===== src/rtl/rsv_pkg.sv =====
package rsv_pkg;
  typedef enum logic [1:0] {
    CMD_READ = 2'd0,
    CMD_LR   = 2'd1,
    CMD_ST   = 2'd2,
    CMD_SC   = 2'd3
  } rsv_cmd_e;
endpackage


===== src/rtl/rsv_slot.sv =====
module rsv_slot #(
  parameter int CTX_W  = 3,
  parameter int GRAN_W = 29
) (
  input  logic              clk,
  input  logic              rst,
  input  logic              wr_en,
  input  logic [CTX_W-1:0]  wr_ctx,
  input  logic [GRAN_W-1:0] wr_gran,
  input  logic              clr,
  output logic              vld_o,
  output logic [CTX_W-1:0]  ctx_o,
  output logic [GRAN_W-1:0] gran_o
);
  logic              vld_q;
  logic [CTX_W-1:0]  ctx_q;
  logic [GRAN_W-1:0] gran_q;

  always_ff @(posedge clk) begin
    if (rst) begin
      vld_q  <= 1'b0;
      ctx_q  <= '0;
      gran_q <= '0;
    end else if (wr_en) begin
      vld_q  <= 1'b1;
      ctx_q  <= wr_ctx;
      gran_q <= wr_gran;
    end else if (clr) begin
      vld_q  <= 1'b0;
    end
  end

  assign vld_o  = vld_q;
  assign ctx_o  = ctx_q;
  assign gran_o = gran_q;

  AST_CLEAR_DROPS: assert property (@(posedge clk) disable iff (rst)
    (clr && !wr_en) |=> !vld_q);
  AST_RESET_EMPTY: assert property (@(posedge clk)
    $past(rst) |-> !vld_q);
endmodule


===== src/rtl/rsv_age.sv =====
module rsv_age #(
  parameter int N = 4
) (
  input  logic         clk,
  input  logic         rst,
  input  logic [N-1:0] alloc_oh,
  input  logic [N-1:0] vld,
  output logic [N-1:0] oldest_oh
);
  // older_q[i][j] set: entry i was allocated before entry j
  logic [N-1:0] older_q [N];

  always_ff @(posedge clk) begin
    if (rst) begin
      for (int i = 0; i < N; i++)
        for (int j = 0; j < N; j++)
          older_q[i][j] <= (i < j);
    end else begin
      for (int k = 0; k < N; k++) begin
        if (alloc_oh[k]) begin
          for (int j = 0; j < N; j++) begin
            if (j != k) begin
              older_q[j][k] <= 1'b1;
              older_q[k][j] <= 1'b0;
            end
          end
        end
      end
    end
  end

  always_comb begin
    for (int i = 0; i < N; i++) begin
      oldest_oh[i] = vld[i];
      for (int j = 0; j < N; j++)
        if (j != i && vld[j] && older_q[j][i])
          oldest_oh[i] = 1'b0;
    end
  end

  AST_VICTIM_ONEHOT: assert property (@(posedge clk) disable iff (rst)
    $onehot0(oldest_oh));
  AST_VICTIM_WHEN_FULL: assert property (@(posedge clk) disable iff (rst)
    (&vld) |-> ($countones(oldest_oh) == 1));
  AST_ALLOC_ONEHOT: assert property (@(posedge clk) disable iff (rst)
    $onehot0(alloc_oh));
endmodule


===== src/rtl/rsv_monitor.sv =====
module rsv_monitor
  import rsv_pkg::*;
#(
  parameter int N_ENTRIES  = 4,
  parameter int ADDR_W     = 32,
  parameter int GRAN_BYTES = 8,
  parameter int CPU_W      = 2,
  parameter int THR_W      = 1
) (
  input  logic              clk,
  input  logic              rst,
  input  logic              req_vld,
  input  logic [1:0]        req_cmd,
  input  logic [ADDR_W-1:0] req_addr,
  input  logic [CPU_W-1:0]  req_cpu,
  input  logic [THR_W-1:0]  req_thr,
  output logic              rsp_vld,
  output logic              rsp_wr_ok,
  output logic              rsp_sc_ok
);
  localparam int GRAN_LSB = $clog2(GRAN_BYTES);
  localparam int GRAN_W   = ADDR_W - GRAN_LSB;
  localparam int CTX_W    = CPU_W + THR_W;

  rsv_cmd_e          cmd;
  logic [GRAN_W-1:0] req_gran;
  logic [CTX_W-1:0]  req_ctx;
  logic              unused_low_bits;

  assign cmd             = rsv_cmd_e'(req_cmd);
  assign req_gran        = req_addr[ADDR_W-1:GRAN_LSB];
  assign req_ctx         = {req_cpu, req_thr};
  assign unused_low_bits = ^req_addr[GRAN_LSB-1:0];

  logic [N_ENTRIES-1:0] slot_vld;
  logic [CTX_W-1:0]     slot_ctx  [N_ENTRIES];
  logic [GRAN_W-1:0]    slot_gran [N_ENTRIES];
  logic [N_ENTRIES-1:0] ctx_hit, gran_hit, wr_en, clr, first_free, oldest, alloc_oh;

  logic is_lr, is_wr, is_sc, any_ctx, full, sc_pass;

  assign is_lr   = req_vld && (cmd == CMD_LR);
  assign is_sc   = req_vld && (cmd == CMD_SC);
  assign is_wr   = req_vld && (cmd == CMD_ST || cmd == CMD_SC);
  assign any_ctx = |ctx_hit;
  assign full    = &slot_vld;
  assign sc_pass = |(ctx_hit & gran_hit);

  always_comb begin
    logic found;
    found      = 1'b0;
    first_free = '0;
    for (int i = 0; i < N_ENTRIES; i++) begin
      if (!slot_vld[i] && !found) begin
        first_free[i] = 1'b1;
        found         = 1'b1;
      end
    end
  end

  assign alloc_oh = (is_lr && !any_ctx) ? (full ? oldest : first_free) : '0;
  assign wr_en    = (is_lr && any_ctx) ? ctx_hit : alloc_oh;
  assign clr      = is_wr ? gran_hit : '0;

  for (genvar g = 0; g < N_ENTRIES; g++) begin : g_slot
    assign ctx_hit[g]  = slot_vld[g] && (slot_ctx[g] == req_ctx);
    assign gran_hit[g] = slot_vld[g] && (slot_gran[g] == req_gran);

    rsv_slot #(
      .CTX_W  (CTX_W),
      .GRAN_W (GRAN_W)
    ) i_slot (
      .clk     (clk),
      .rst     (rst),
      .wr_en   (wr_en[g]),
      .wr_ctx  (req_ctx),
      .wr_gran (req_gran),
      .clr     (clr[g]),
      .vld_o   (slot_vld[g]),
      .ctx_o   (slot_ctx[g]),
      .gran_o  (slot_gran[g])
    );
  end

  rsv_age #(.N(N_ENTRIES)) i_age (
    .clk       (clk),
    .rst       (rst),
    .alloc_oh  (alloc_oh),
    .vld       (slot_vld),
    .oldest_oh (oldest)
  );

  always_ff @(posedge clk) begin
    if (rst) begin
      rsp_vld   <= 1'b0;
      rsp_wr_ok <= 1'b0;
      rsp_sc_ok <= 1'b0;
    end else begin
      rsp_vld   <= req_vld;
      rsp_wr_ok <= (req_vld && cmd == CMD_ST) || (is_sc && sc_pass);
      rsp_sc_ok <= is_sc && sc_pass;
    end
  end

  AST_ONE_PER_CTX: assert property (@(posedge clk) disable iff (rst)
    $countones(ctx_hit) <= 1);
  AST_STORE_PERMIT: assert property (@(posedge clk) disable iff (rst)
    (req_vld && cmd == CMD_ST) |=> (rsp_wr_ok && !rsp_sc_ok));
  AST_SC_GATES_WRITE: assert property (@(posedge clk) disable iff (rst)
    rsp_sc_ok |-> rsp_wr_ok);
  AST_NO_HIT_NO_PASS: assert property (@(posedge clk) disable iff (rst)
    (is_sc && gran_hit == '0) |=> !rsp_sc_ok);
  AST_RSP_TIMING: assert property (@(posedge clk) disable iff (rst)
    rsp_wr_ok |-> rsp_vld);
endmodule


===== config.mk =====
export PLATFORM = sky130hd
export DESIGN_NAME = rsv_monitor
export DESIGN_NICKNAME = d
export VERILOG_FILES = /design/src/rtl/rsv_pkg.sv /design/src/rtl/rsv_slot.sv /design/src/rtl/rsv_age.sv /design/src/rtl/rsv_monitor.sv
export SDC_FILE = /design/constraint.sdc
export NUM_CORES = 1
export LEC_CHECK = 0
export ABC_AREA = 1
export BUFFER_PORTS_ARGS = -buffer_cell sky130_fd_sc_hd__buf_4
export CAP_MARGIN = 15
export CORE_MARGIN = 4
export CORE_UTILIZATION = 29
export CTS_BUF_LIST = sky130_fd_sc_hd__clkbuf_4
export CTS_CLUSTER_SIZE = 30
export DETAILED_ROUTE_END_ITERATION = 8
export GPL_ROUTABILITY_DRIVEN = 0
export SETUP_SLACK_MARGIN = 0.1
export SKIP_LAST_GASP = 1
export SYNTH_ARGS = -nofsm -noshare
export SYNTH_HDL_FRONTEND = slang
export SYNTH_SLANG_ARGS = --single-unit

===== constraint.sdc =====
create_clock -name clk -period 2.2 [get_ports clk]
set_input_delay 0 -clock clk [delete_from_list [all_inputs] [get_ports clk]]
set_output_delay 0 -clock clk [all_outputs]
set_load 0.005 [all_outputs]

# After elaboration in Yosys (flattened, before gate mapping)
# Memories as Yosys holds them, arrays and structs flattened.
# Index checks and enable logic that the tools add are counted.
# op_classes
n_reduce_logical,45
mux,68
bitwise_logic,25
eq_ne,11
# op_table
op,n
29-bit equality test,4
1-bit two-way mux,64
1-bit logical AND,30
1-bit bitwise OR,24
4-bit two-way mux,4
3-bit equality test,4
2-bit nonzero test,4
4-bit OR reduction,2
1-bit logical NOT,6
4-bit AND,1
"2-bit equality test, second input constant",2
4-bit AND reduction,1
"2-bit by 1-bit equality test with 1-bit output, second input constant",1
1-bit logical OR,2
# word_totals
n_memories,1
inputBits,40
ramBits,16
register_bits,135
# mem_list
memory,words,word_bits,rd,rd_clocked_by_memory_dff,write_ports,line_no,source
i_age.older_q,4,4,4,0,4,rsv_age.sv:11,logic [N-1:0] older_q [N];

# Longest topological paths before layout
# Gate-level depths: netlist of the first run.
# depth
depth_word,16
depth_mapped,14
ltp_nobuf,12

# Hierarchy
# Synthesis of the first run repeated with hierarchy kept, for this count alone.
# hier_totals
hier_cells,1162
hier_area_um2,7487.2
# modules_own_cells
module,instances,area_per_inst_um2,cells_per_inst
rsv_slot,4,1152.4,143
rsv_monitor,1,2416.1,524
rsv_age,1,461.7,66

# Worst setup path after synthesis of the first run
# Ideal clock, no wire load.
# synth_path
path_kind,reg-to-reg
start,register g_slot[0].i_slot.vld_q
end,register g_slot[2].i_slot.gran_q[26]
synth_period_minus_slack_ps,1559
path_buffers,2
setup_time_ps,116
path_stages_with_launch,12
arrival_time_ps,1443
path_slack_ps,641
path_cell_list,dfxtp_1 -> buf_2 -> nand3_1 -> nor2_1 -> o211ai_1 -> o31ai_1 -> nand3_4 -> nand2_4 -> inv_2 -> buf_4 -> nor2_1 -> nor2_1
# synth_via
elab_chain_len,8
elab_cells_between_ends,19
# synth_rtl
element,line_no,source
"start, declared",rsv_slot.sv:15,logic vld_q;
"start signal, assigned",rsv_slot.sv:21,vld_q <= 1'b0;
"start signal, assigned",rsv_slot.sv:25,vld_q <= 1'b1;
"start signal, assigned",rsv_slot.sv:29,vld_q <= 1'b0;
1-bit two-way mux or 1-bit logical AND (tied branches),rsv_monitor.sv:54,if (!slot_vld[i] && !found) begin
1-bit two-way mux,rsv_monitor.sv:54,
1-bit logical NOT,rsv_monitor.sv:54,
1-bit logical AND,rsv_monitor.sv:54,
1-bit two-way mux,rsv_monitor.sv:54,
4-bit two-way mux (2 in a row),rsv_monitor.sv:61,assign alloc_oh = (is_lr && !any_ctx) ? (full ? oldest : first_free) : '0;
4-bit two-way mux *,rsv_monitor.sv:62,assign wr_en = (is_lr && any_ctx) ? ctx_hit : alloc_oh;
"end signal, assigned",rsv_slot.sv:27,gran_q <= wr_gran;
"end, declared",rsv_slot.sv:17,logic [GRAN_W-1:0] gran_q;
# Mark *: on every way between the ends. The rest lies on a longest branch, timed or not.
# A chain may end at the register's enable or synchronous reset.

# Final worst setup path of the first run
# layout_path
start,register g_slot[1].i_slot.ctx_q[2]
end,register g_slot[3].i_slot.gran_q[28]
# layout_via
elab_chain_len,7
elab_cells_between_ends,8
# layout_rtl
element,line_no,source
"start, declared",rsv_slot.sv:16,logic [CTX_W-1:0] ctx_q;
"start signal, assigned",rsv_slot.sv:26,ctx_q <= wr_ctx;
3-bit equality test *,rsv_monitor.sv:66,assign ctx_hit[g] = slot_vld[g] && (slot_ctx[g] == req_ctx);
1-bit logical AND *,rsv_monitor.sv:66,
4-bit OR reduction *,rsv_monitor.sv:45,assign any_ctx = |ctx_hit;
1-bit logical NOT,rsv_monitor.sv:61,
1-bit logical AND,rsv_monitor.sv:61,
4-bit two-way mux,rsv_monitor.sv:61,
4-bit two-way mux *,rsv_monitor.sv:62,
"end signal, assigned",rsv_slot.sv:27,
"end, declared",rsv_slot.sv:17,
# Marks and branches as above.

==> flow_summary.json, run 1 <==
{
  "die_w_um": 179.0,
  "slowest_stage": "dfxtp_1",
  "r2r-start": "g_slot[1].i_slot.ctx_o[2]",
  "synth_area_um2": 8476,
  "netlist-cell-type-count": 37,
  "synth.area.top_cells": "dfxtp_1 34%, nand2_1 16%, nor2_1 15%",
  "synth_top_area_cell": "dfxtp_1",
  "ctsHtreeMaxLevel": 4,
  "crit_required_ps": 2710,
  "p_per_area_nw_per_um2": 543.2,
  "syn_area_per_cell_um2": 6.015,
  "grt_max_degree": 80,
  "synthCells": 1409,
  "power.leakage_uw": 0.004405,
  "start_kind": "register",
  "cts.path.max_buffers": 2,
  "post-place-ws_ps": 159.1,
  "tns_ps": 0,
  "drv_cap": 0,
  "drv_slew": 0,
  "grt_overflow": 0,
  "period_needed_ps": 1878,
  "port-buffer-count": 39,
  "critPathKind": "reg -> reg",
  "fillers": 3094,
  "cts.sinks": 147,
  "cp-end-kind": "register",
  "antenna_left": 0,
  "setup_slack_ps": 322.0,
  "die_area_um2": 32020,
  "worstPathMaxFanout": 29,
  "finalPower_uw": 5279,
  "hold_end": "rsp_wr_ok",
  "yosysSeqAreaShare_pct": 34.84,
  "cts_buffers": 17,
  "dr.pass1.iters": 5,
  "status": "completed",
  "path_cells": "xor2_1 -> nor3_4 -> nor2_4 -> nand3_2 -> nand2_2 -> buf_6 -> o21ai_0 -> nor2_1",
  "hold_class": "in -> reg",
  "grt_util_all_layers_pct": 19.25,
  "clock.fmax_mhz": 532.5,
  "yosys.area.top_type_share_pct": 34.48,
  "num-nets-final": 1486,
  "rrSetupSlack_ps": 320,
  "finClkSkew_ps": 31.74,
  "crit_family": "simple AND/OR/NAND/NOR gates",
  "initialDrtViolationCount": 1096,
  "ys.warnings.count": 0,
  "start_util_pct": 29.45,
  "routed_wl_um": 30150,
  "grt_pass1_vias": 8070,
  "r2r-end": "g_slot[3].i_slot.gran_o[28]",
  "rsz0062_at_grt": "no",
  "avgRoutedWirePerCell_um": 16.35,
  "areaGrowthSynthToFinish_pct": 14.66,
  "finalSetupViolCount": 0,
  "finalHoldViolCount": 0,
  "ys_async_sr_fraction_pct": 0,
  "whs_path_depth": 3,
  "ys_ff_latch": 147,
  "drive_above_1_share_pct": 7.539,
  "tightest_slew_ps": 607.9,
  "slew-limit-headroom_pct": 59.19,
  "cts_root_buf": "clkbuf_4",
  "cts.clk_slew.worst_paths_ps": 130,
  "synthFlopType": "dfxtp_1",
  "via_count": 8786,
  "reg2regPathDepth": 8,
  "insertion_delay_ps": 580,
  "post-route-drc-count": 0,
  "dpl.hpwl_um": 22250,
  "cp.arrival_ps": 2390,
  "grt_pass1_wl_um": 47200,
  "cp_num_buf_inv": 1,
  "period_share_pct": 85.36,
  "die_y_um": 179.0,
  "max_stage_delay_ps": 370,
  "design_area_um2": 9718,
  "fp-row-count": 62,
  "io_pins": 43,
  "synth_most_common_cell": "nand2_1",
  "synth-edff-count": 1,
  "cts_tree": "yes",
  "via_per_inst": 4.765,
  "postPlaceCellArea_um2": 9052,
  "min_from": "req_cmd[0]",
  "core_um2": 28780,
  "antenna_found_initial": 1,
  "peakVddDrop_mv": 0.3028,
  "synthesis.nets": 1449,
  "synth_common_cells": "364 x nand2_1, 347 x nor2_1, 169 x inv_1"
}
## how the worst max path moves through the flow
stage | depth (start not counted) | start | endpoint | slack, ps
floorplan | 11 | g_slot[0].i_slot.vld_o | g_slot[2].i_slot.gran_o[26] | 640
global placement | 9 | g_slot[0].i_slot.vld_o | g_slot[2].i_slot.vld_o | 200
detailed placement | 10 | g_slot[0].i_slot.vld_o | g_slot[2].i_slot.gran_o[11] | 160
CTS | 10 | g_slot[0].i_slot.vld_o | g_slot[2].i_slot.gran_o[28] | 100
global route | 9 | g_slot[2].i_slot.vld_o | g_slot[2].i_slot.gran_o[1] | 100
finish | 8 | g_slot[1].i_slot.ctx_o[2] | g_slot[3].i_slot.gran_o[28] | 320
## stage by stage
step	instances	hold WS (ps)	utilization [%]
6_report	1844	161.7	33.77
5_1_grt	1844	152.4	33.77
4_1_cts	1843	116.1	33.73
3_5_place_dp	1774	201.7	31.45
3_3_place_gp	1774	199.5	31.45
2_1_floorplan	1409	69.07	-
## routing by layer
metal | track usage (%) | up-vias | part of all wire [%]
li1 | - | 4410 | -
met1 | 26.50 | 3992 | 44
met2 | 30.05 | 325 | 44
met3 | 2.952 | 59 | 7.2
met4 | 7.963 | 0 | 4.0
met5 | 0 | - | 0
## final cells by class
cell class | instances | area, um^2 | area share [%]
multi-input cells | 1017 | 4526 | 46.57
well taps | 384 | 480.5 | 4.944
flip-flops and latches | 147 | 2954 | 30.40
clock inverters | 15 | 157.7 | 1.622
repair buffers | 88 | 807.0 | 8.304
clock buffers | 17 | 127.6 | 1.313
inverters | 175 | 663.1 | 6.824
diodes | 1 | 2.502 | 0.02575
## worst reg2reg max path, stage by stage, from the launching register on
cell and delay [ps]:
dfxtp_1 370, xor2_1 350, nor3_4 100, nor2_4 210, nand3_2 130, nand2_2 150
buf_6 300, o21ai_0 140, nor2_1 110
## logic make-up (layout without fill, tap and decap cells)
logic type | Yosys count | count (layout) | synth area share, %
DFF | 147 | 147 | 34.84
and+or+nand+nor | 815 | 815 | 39.74
other | 0 | 1 | 0
xor gates and xnor gates | 29 | 29 | 2.997
buffers and inverters | 245 | 295 | 11.77
AOI/OAI and AO/OA | 173 | 173 | 10.66
## cells in the final DEF, fill, tap and decap left out, types with 5 or more instances in the layout
cell and n:
nand2_1 364, dlygate4sd3_1 37, inv_1 168, xnor2_1 25
nand4_1 35, dfxtp_1 145, buf_4 46, clkbuf_4 17
o21ai_1 35, o21ai_0 106, nand3_1 36, a21oi_1 17
or2_2 5, nor2_1 347, nand3b_1 5
## state kept, by name (all words and copies together), names as in the netlist
signal                cells
g_slot.i_slot.ctx_o      12
g_slot.i_slot.gran_o    116
g_slot.i_slot.vld_o       4
i_age.older_q            12
rsp_sc_ok                 1
rsp_vld                   1
rsp_wr_ok                 1
## report_power, final
| part | leakage, uW | switching [uW] | internal, uW |
|---|---|---|---|
| logic | 0.00307 | 480 | 260 |
| clock network | 0.000146 | 1100 | 681 |
| registers | 0.00119 | 42.5 | 2720 |
| total | 0.00441 | 1620 | 3660 |
## timing repair
| action | in CTS | in global routing |
|---|---|---|
| resized for setup | 0 | 4 |
| hold buffers | 37 | 0 |
| endpoints found under the setup margin | 0 | 95 |
| hold endpoints to repair | 144 | 0 |
| setup buffers | 0 | 0 |
(Power assumes the default switching activity.)
==> run 2, diff against run 1 <==
--- a/config.mk
+++ b/config.mk
@@ -10,10 +10,11 @@
 export CAP_MARGIN = 15
 export CORE_MARGIN = 4
 export CORE_UTILIZATION = 29
-export CTS_BUF_LIST = sky130_fd_sc_hd__clkbuf_4
+export CTS_BUF_LIST = sky130_fd_sc_hd__clkbuf_16
 export CTS_CLUSTER_SIZE = 30
 export DETAILED_ROUTE_END_ITERATION = 8
 export GPL_ROUTABILITY_DRIVEN = 0
+export MAX_ROUTING_LAYER = met4
 export SETUP_SLACK_MARGIN = 0.1
 export SKIP_LAST_GASP = 1
 export SYNTH_ARGS = -nofsm -noshare
==> flow_summary.json, run 2 (synthesis results as in run 1) <==
{
  "cts.clk_slew.worst_paths_ps": 70,
  "tightest_slew_ps": 621.0,
  "routed_wl_um": 30260,
  "grt_util_all_layers_pct": 19.83,
  "reg2regPathDepth": 8,
  "slowest_stage": "xor2_1",
  "drv_cap": 0,
  "status": "completed",
  "dr.pass1.iters": 5,
  "final_core_utilization_pct": 34.76,
  "avgRoutedWirePerCell_um": 16.43,
  "cts_root_buf": "clkbuf_16",
  "cp_num_buf_inv": 1,
  "cts.sinks": 147,
  "die_y_um": 179.0,
  "path_cells": "xor2_1 -> nor3_4 -> nor2_4 -> nand3_2 -> nand2_2 -> buf_6 -> o21ai_0 -> nor2_1",
  "areaGrowthSynthToFinish_pct": 18.02,
  "clock.fmax_mhz": 534.3,
  "drive_above_1_share_pct": 7.545,
  "grt_overflow": 0,
  "ctsHtreeMaxLevel": 4,
  "max_stage_delay_ps": 350,
  "fp-row-count": 62,
  "grt_pass1_vias": 8092,
  "crit_family": "simple AND/OR/NAND/NOR gates",
  "via_count": 8845,
  "r2r-start": "g_slot[1].i_slot.ctx_o[2]",
  "slew-limit-headroom_pct": 58.30,
  "port-buffer-count": 39,
  "peakVddDrop_mv": 0.4701,
  "power.leakage_uw": 0.004535,
  "antenna-diode-count": 0,
  "initialDrtViolationCount": 1062,
  "postPlaceCellArea_um2": 9052,
  "num-nets-final": 1485,
  "grt_pass1_wl_um": 47310,
  "antenna_left": 0,
  "largest_register_ffs": 116,
  "die_w_um": 179.0,
  "worstPathMaxFanout": 29,
  "cp-end-kind": "register",
  "cp.arrival_ps": 2240,
  "tns_ps": 0,
  "io_pins": 43,
  "finClkSkew_ps": 11.69,
  "antenna_found_initial": 0,
  "r2r-end": "g_slot[3].i_slot.gran_o[15]",
  "start_kind": "register",
  "critPathKind": "reg -> reg",
  "hold_class": "in -> reg",
  "drv_slew": 0,
  "cp-endpoint": "g_slot[3].i_slot.gran_o[15]",
  "finalSetupViolCount": 0,
  "post-route-drc-count": 0,
  "start_util_pct": 29.45,
  "final_common_cell": "nand2_1",
  "p_per_area_nw_per_um2": 640.9,
  "dpl.hpwl_um": 22250,
  "rsz0062_at_grt": "no",
  "rrSetupSlack_ps": 330,
  "cp.depth": 8,
  "cts_tree": "yes",
  "crit_required_ps": 2570,
  "cts.path.max_buffers": 2,
  "die_area_um2": 32020,
  "cts_buffers": 17,
  "via_per_inst": 4.802,
  "worstSetupStartpoint": "g_slot[1].i_slot.ctx_o[2]",
  "period_share_pct": 85.07,
  "fillers": 3051,
  "finalHoldViolCount": 0,
  "core_um2": 28780,
  "design_area_um2": 10000,
  "period_needed_ps": 1872,
  "insertion_delay_ps": 430,
  "grt_max_degree": 80,
  "layout_common_cells": "364 x nand2_1, 347 x nor2_1, 168 x inv_1"
}
[run 2: changes by cell type in the layout (fill, tap and decap cells not counted)]
cell and delta:
clkbuf_4 -17, dlygate4sd3_1 -1, diode_2 -1, clkbuf_16 +17
[run 2: per-layer routing]
layer  vias to the layer above  track usage (%)  share of wire, %
li1                       4409                -                 -
met1                      4013            26.72                43
met2                       372            30.33                45
met3                        51            2.720               8.2
met4                         0            7.419               3.4
met5                         -                -                 0
[run 2: worst min-delay path by stage]
stage / from / end / slack, ps / cells after the start
after global placement: req_cmd[0] / rsp_wr_ok / 200 / 2
after CTS: req_cmd[1] / rsp_wr_ok / 8 / 5
after global routing: req_cmd[1] / rsp_wr_ok / 50 / 5
after floorplan: rst / g_slot[0].i_slot.vld_o / 70 / 1
final: req_cmd[1] / rsp_wr_ok / 30 / 5
after detailed placement: req_cmd[0] / rsp_wr_ok / 200 / 2
[run 2: where the power goes]
| group | total (uW) | internal [uW] | switching, uW |
|---|---|---|---|
| clock network | 2920 | 1680 | 1240 |
| logic | 739 | 259 | 480 |
| registers | 2760 | 2710 | 42.5 |
| total | 6410 | 4650 | 1760 |
[run 2: area by class of cell]
type	count	area, um^2	share of cell area (%)
clock buffer	17	425.4	4.253
clock inverter	15	157.7	1.576
inverter	175	663.1	6.629
multi-input combinational	1017	4526	45.24
sequential	147	2954	29.53
tap	384	480.5	4.803
timing repair buffer	87	797.0	7.968
[run 2: metrics by stage]
stage / hold WS (ps) / worst slack, ps / instances / total power, uW
after floorplan: 69.07 / 641.1 / 1409 / 3244
after global placement: 199.5 / 199.7 / 1774 / 3483
after detailed placement: 201.7 / 159.1 / 1774 / 3486
after CTS: 8.486 / 130.7 / 1842 / 6440
after global routing: 45.44 / 117.3 / 1842 / 6649
final: 29.44 / 328.4 / 1842 / 6411
[run 2: timing repair]
item	CTS	global route
setup buffers	0	0
hold buffers	36	0
endpoints found under the setup margin	0	88
gates resized for setup	0	4
endpoints found under the hold margin	136	0
[run 2: worst reg2reg max path, cell delays in order (launching register included)]
cell,delay (ps)
dfxtp_1,340
xor2_1,350
nor3_4,100
nor2_4,210
nand3_2,130
nand2_2,150
buf_6,300
o21ai_0,140
nor2_1,120
==> run 3, diff against run 2 <==
--- a/config.mk
+++ b/config.mk
@@ -8,7 +8,7 @@
 export ABC_AREA = 1
 export BUFFER_PORTS_ARGS = -buffer_cell sky130_fd_sc_hd__buf_4
 export CAP_MARGIN = 15
-export CORE_MARGIN = 4
+export CORE_MARGIN = 2
 export CORE_UTILIZATION = 29
 export CTS_BUF_LIST = sky130_fd_sc_hd__clkbuf_16
 export CTS_CLUSTER_SIZE = 30
==> constraint.sdc (replaced) <==
create_clock -name clk -period 2.2 [get_ports clk]
set_input_delay 0 -clock clk [delete_from_list [all_inputs] [get_ports clk]]
set_output_delay 0 -clock clk [all_outputs]
set_load 0.01 [all_outputs]
==> flow_summary.json, run 3 (synthesis results as in run 1) <==
{
  "ctsHtreeMaxLevel": 4,
  "areaGrowthSynthToFinish_pct": 18.28,
  "worstPathMaxFanout": 19,
  "antenna_found_initial": 1,
  "finClkSkew_ps": 12.61,
  "peakVddDrop_mv": 0.5307,
  "routed_wl_um": 30050,
  "final_core_utilization_pct": 34.93,
  "tightest_slew_ps": 613.9,
  "largest_register_ffs": 116,
  "avgRoutedWirePerCell_um": 16.30,
  "drive_above_1_share_pct": 7.682,
  "period_needed_ps": 1907,
  "core_um2": 28700,
  "dr.pass1.iters": 6,
  "crit_required_ps": 2560,
  "drv_cap": 0,
  "via_per_inst": 4.804,
  "finalSetupViolCount": 0,
  "regArea_um2": 2955,
  "status": "completed",
  "critPathKind": "reg -> reg",
  "grt_pass1_wl_um": 47370,
  "period_share_pct": 86.68,
  "slew-limit-headroom_pct": 59.07,
  "power.leakage_uw": 0.004545,
  "finalPower_uw": 6531,
  "cts.path.max_buffers": 2,
  "final_common_cell": "nand2_1",
  "fillers": 3159,
  "fin_hold_ws_ps": 17.31,
  "die_y_um": 175.0,
  "finalHoldViolCount": 0,
  "clock.fmax_mhz": 524.4,
  "layout_common_cells": "364 x nand2_1, 347 x nor2_1, 169 x inv_1",
  "port-buffer-count": 39,
  "grt_max_degree": 70,
  "p_per_area_nw_per_um2": 651.5,
  "fp-row-count": 62,
  "rsz0062_at_grt": "no",
  "drv_slew": 0,
  "start_kind": "register",
  "cts_buffers": 17,
  "grt_util_all_layers_pct": 20.61,
  "tns_ps": 0,
  "cts.sinks": 147,
  "num-nets-final": 1485,
  "cp-end-kind": "register",
  "die_area_um2": 30610,
  "grt_overflow": 0,
  "post-route-drc-count": 0,
  "initialDrtViolationCount": 1039,
  "antenna_left": 0,
  "dpl.hpwl_um": 22210,
  "io_pins": 43,
  "multi_input_area_um2": 4526,
  "cts.clk_slew.worst_paths_ps": 60,
  "start_util_pct": 29.53,
  "cts_tree": "yes",
  "grt_pass1_vias": 8392,
  "hold_class": "in -> reg",
  "insertion_delay_ps": 440,
  "die_w_um": 175.0,
  "via_count": 8853,
  "cp.arrival_ps": 2270,
  "cts_root_buf": "clkbuf_16"
}
[run 3: path summary, 6_finish.rpt]
path	from	endpoint	slack (ps)	cells after the start
worst max register to register	g_slot[3].i_slot.ctx_o[2]	g_slot[3].i_slot.gran_o[25]	290	11
worst min-delay path	req_cmd[1]	rsp_wr_ok	20	5
worst min register to register	i_age.older_q[0][14]	i_age.older_q[0][14]	450	2
worst max-delay path	g_slot[3].i_slot.ctx_o[2]	g_slot[3].i_slot.gran_o[25]	290	11
[run 3: repair_timing]
item | 4_1_cts | 5_1_grt
buffers inserted | 0 | 0
resized for setup | 0 | 4
hold endpoints to repair | 136 | 0
hold buffers | 35 | 0
endpoints found under the setup margin | 0 | 82
[run 3: final cells by class]
type,count,area share (%)
Multi-Input combinational cell,1017,45.14
Sequential cell,147,29.48
Timing Repair Buffer,87,7.888
Inverter,175,6.615
Tap cell,384,4.793
Clock buffer,17,4.244
Clock inverter,15,1.810
Antenna cell,1,0.02496
[run 3: critical path, stage by stage (launching register included)]
cell and delay (ps):
dfxtp_1 350, inv_1 50, o21ai_0 160, a21oi_1 60
nand2_1 80, nand2_1 120, nor2_8 170, nand3_2 110
nand2_2 170, buf_4 320, o21ai_0 130, nor2_1 120
[run 3: metrics by stage]
stage	setup WS [ps]	cell area, um^2	cells
3_5_place_dp	141.9	9060	1775
2_1_floorplan	641.1	8476	1409
5_1_grt	115.2	10020	1843
3_3_place_gp	238.4	9060	1775
4_1_cts	124.6	10020	1842
6_report	293.1	10020	1843
[run 3: power breakdown]
| part | internal, uW | total, uW | switching [uW] |
|---|---|---|---|
| Clock | 1790 | 3030 | 1240 |
| Sequential | 2710 | 2760 | 43.7 |
| Combinational | 258 | 739 | 481 |
| Total | 4760 | 6530 | 1770 |
[run 3: layer usage]
layer	vias up	global-route usage, %	share of wire, %
met5	-	-	0
met3	80	3.764	7.8
met2	380	32.16	45
met4	0	8.924	4.0
met1	3983	26.09	44
li1	4410	-	-
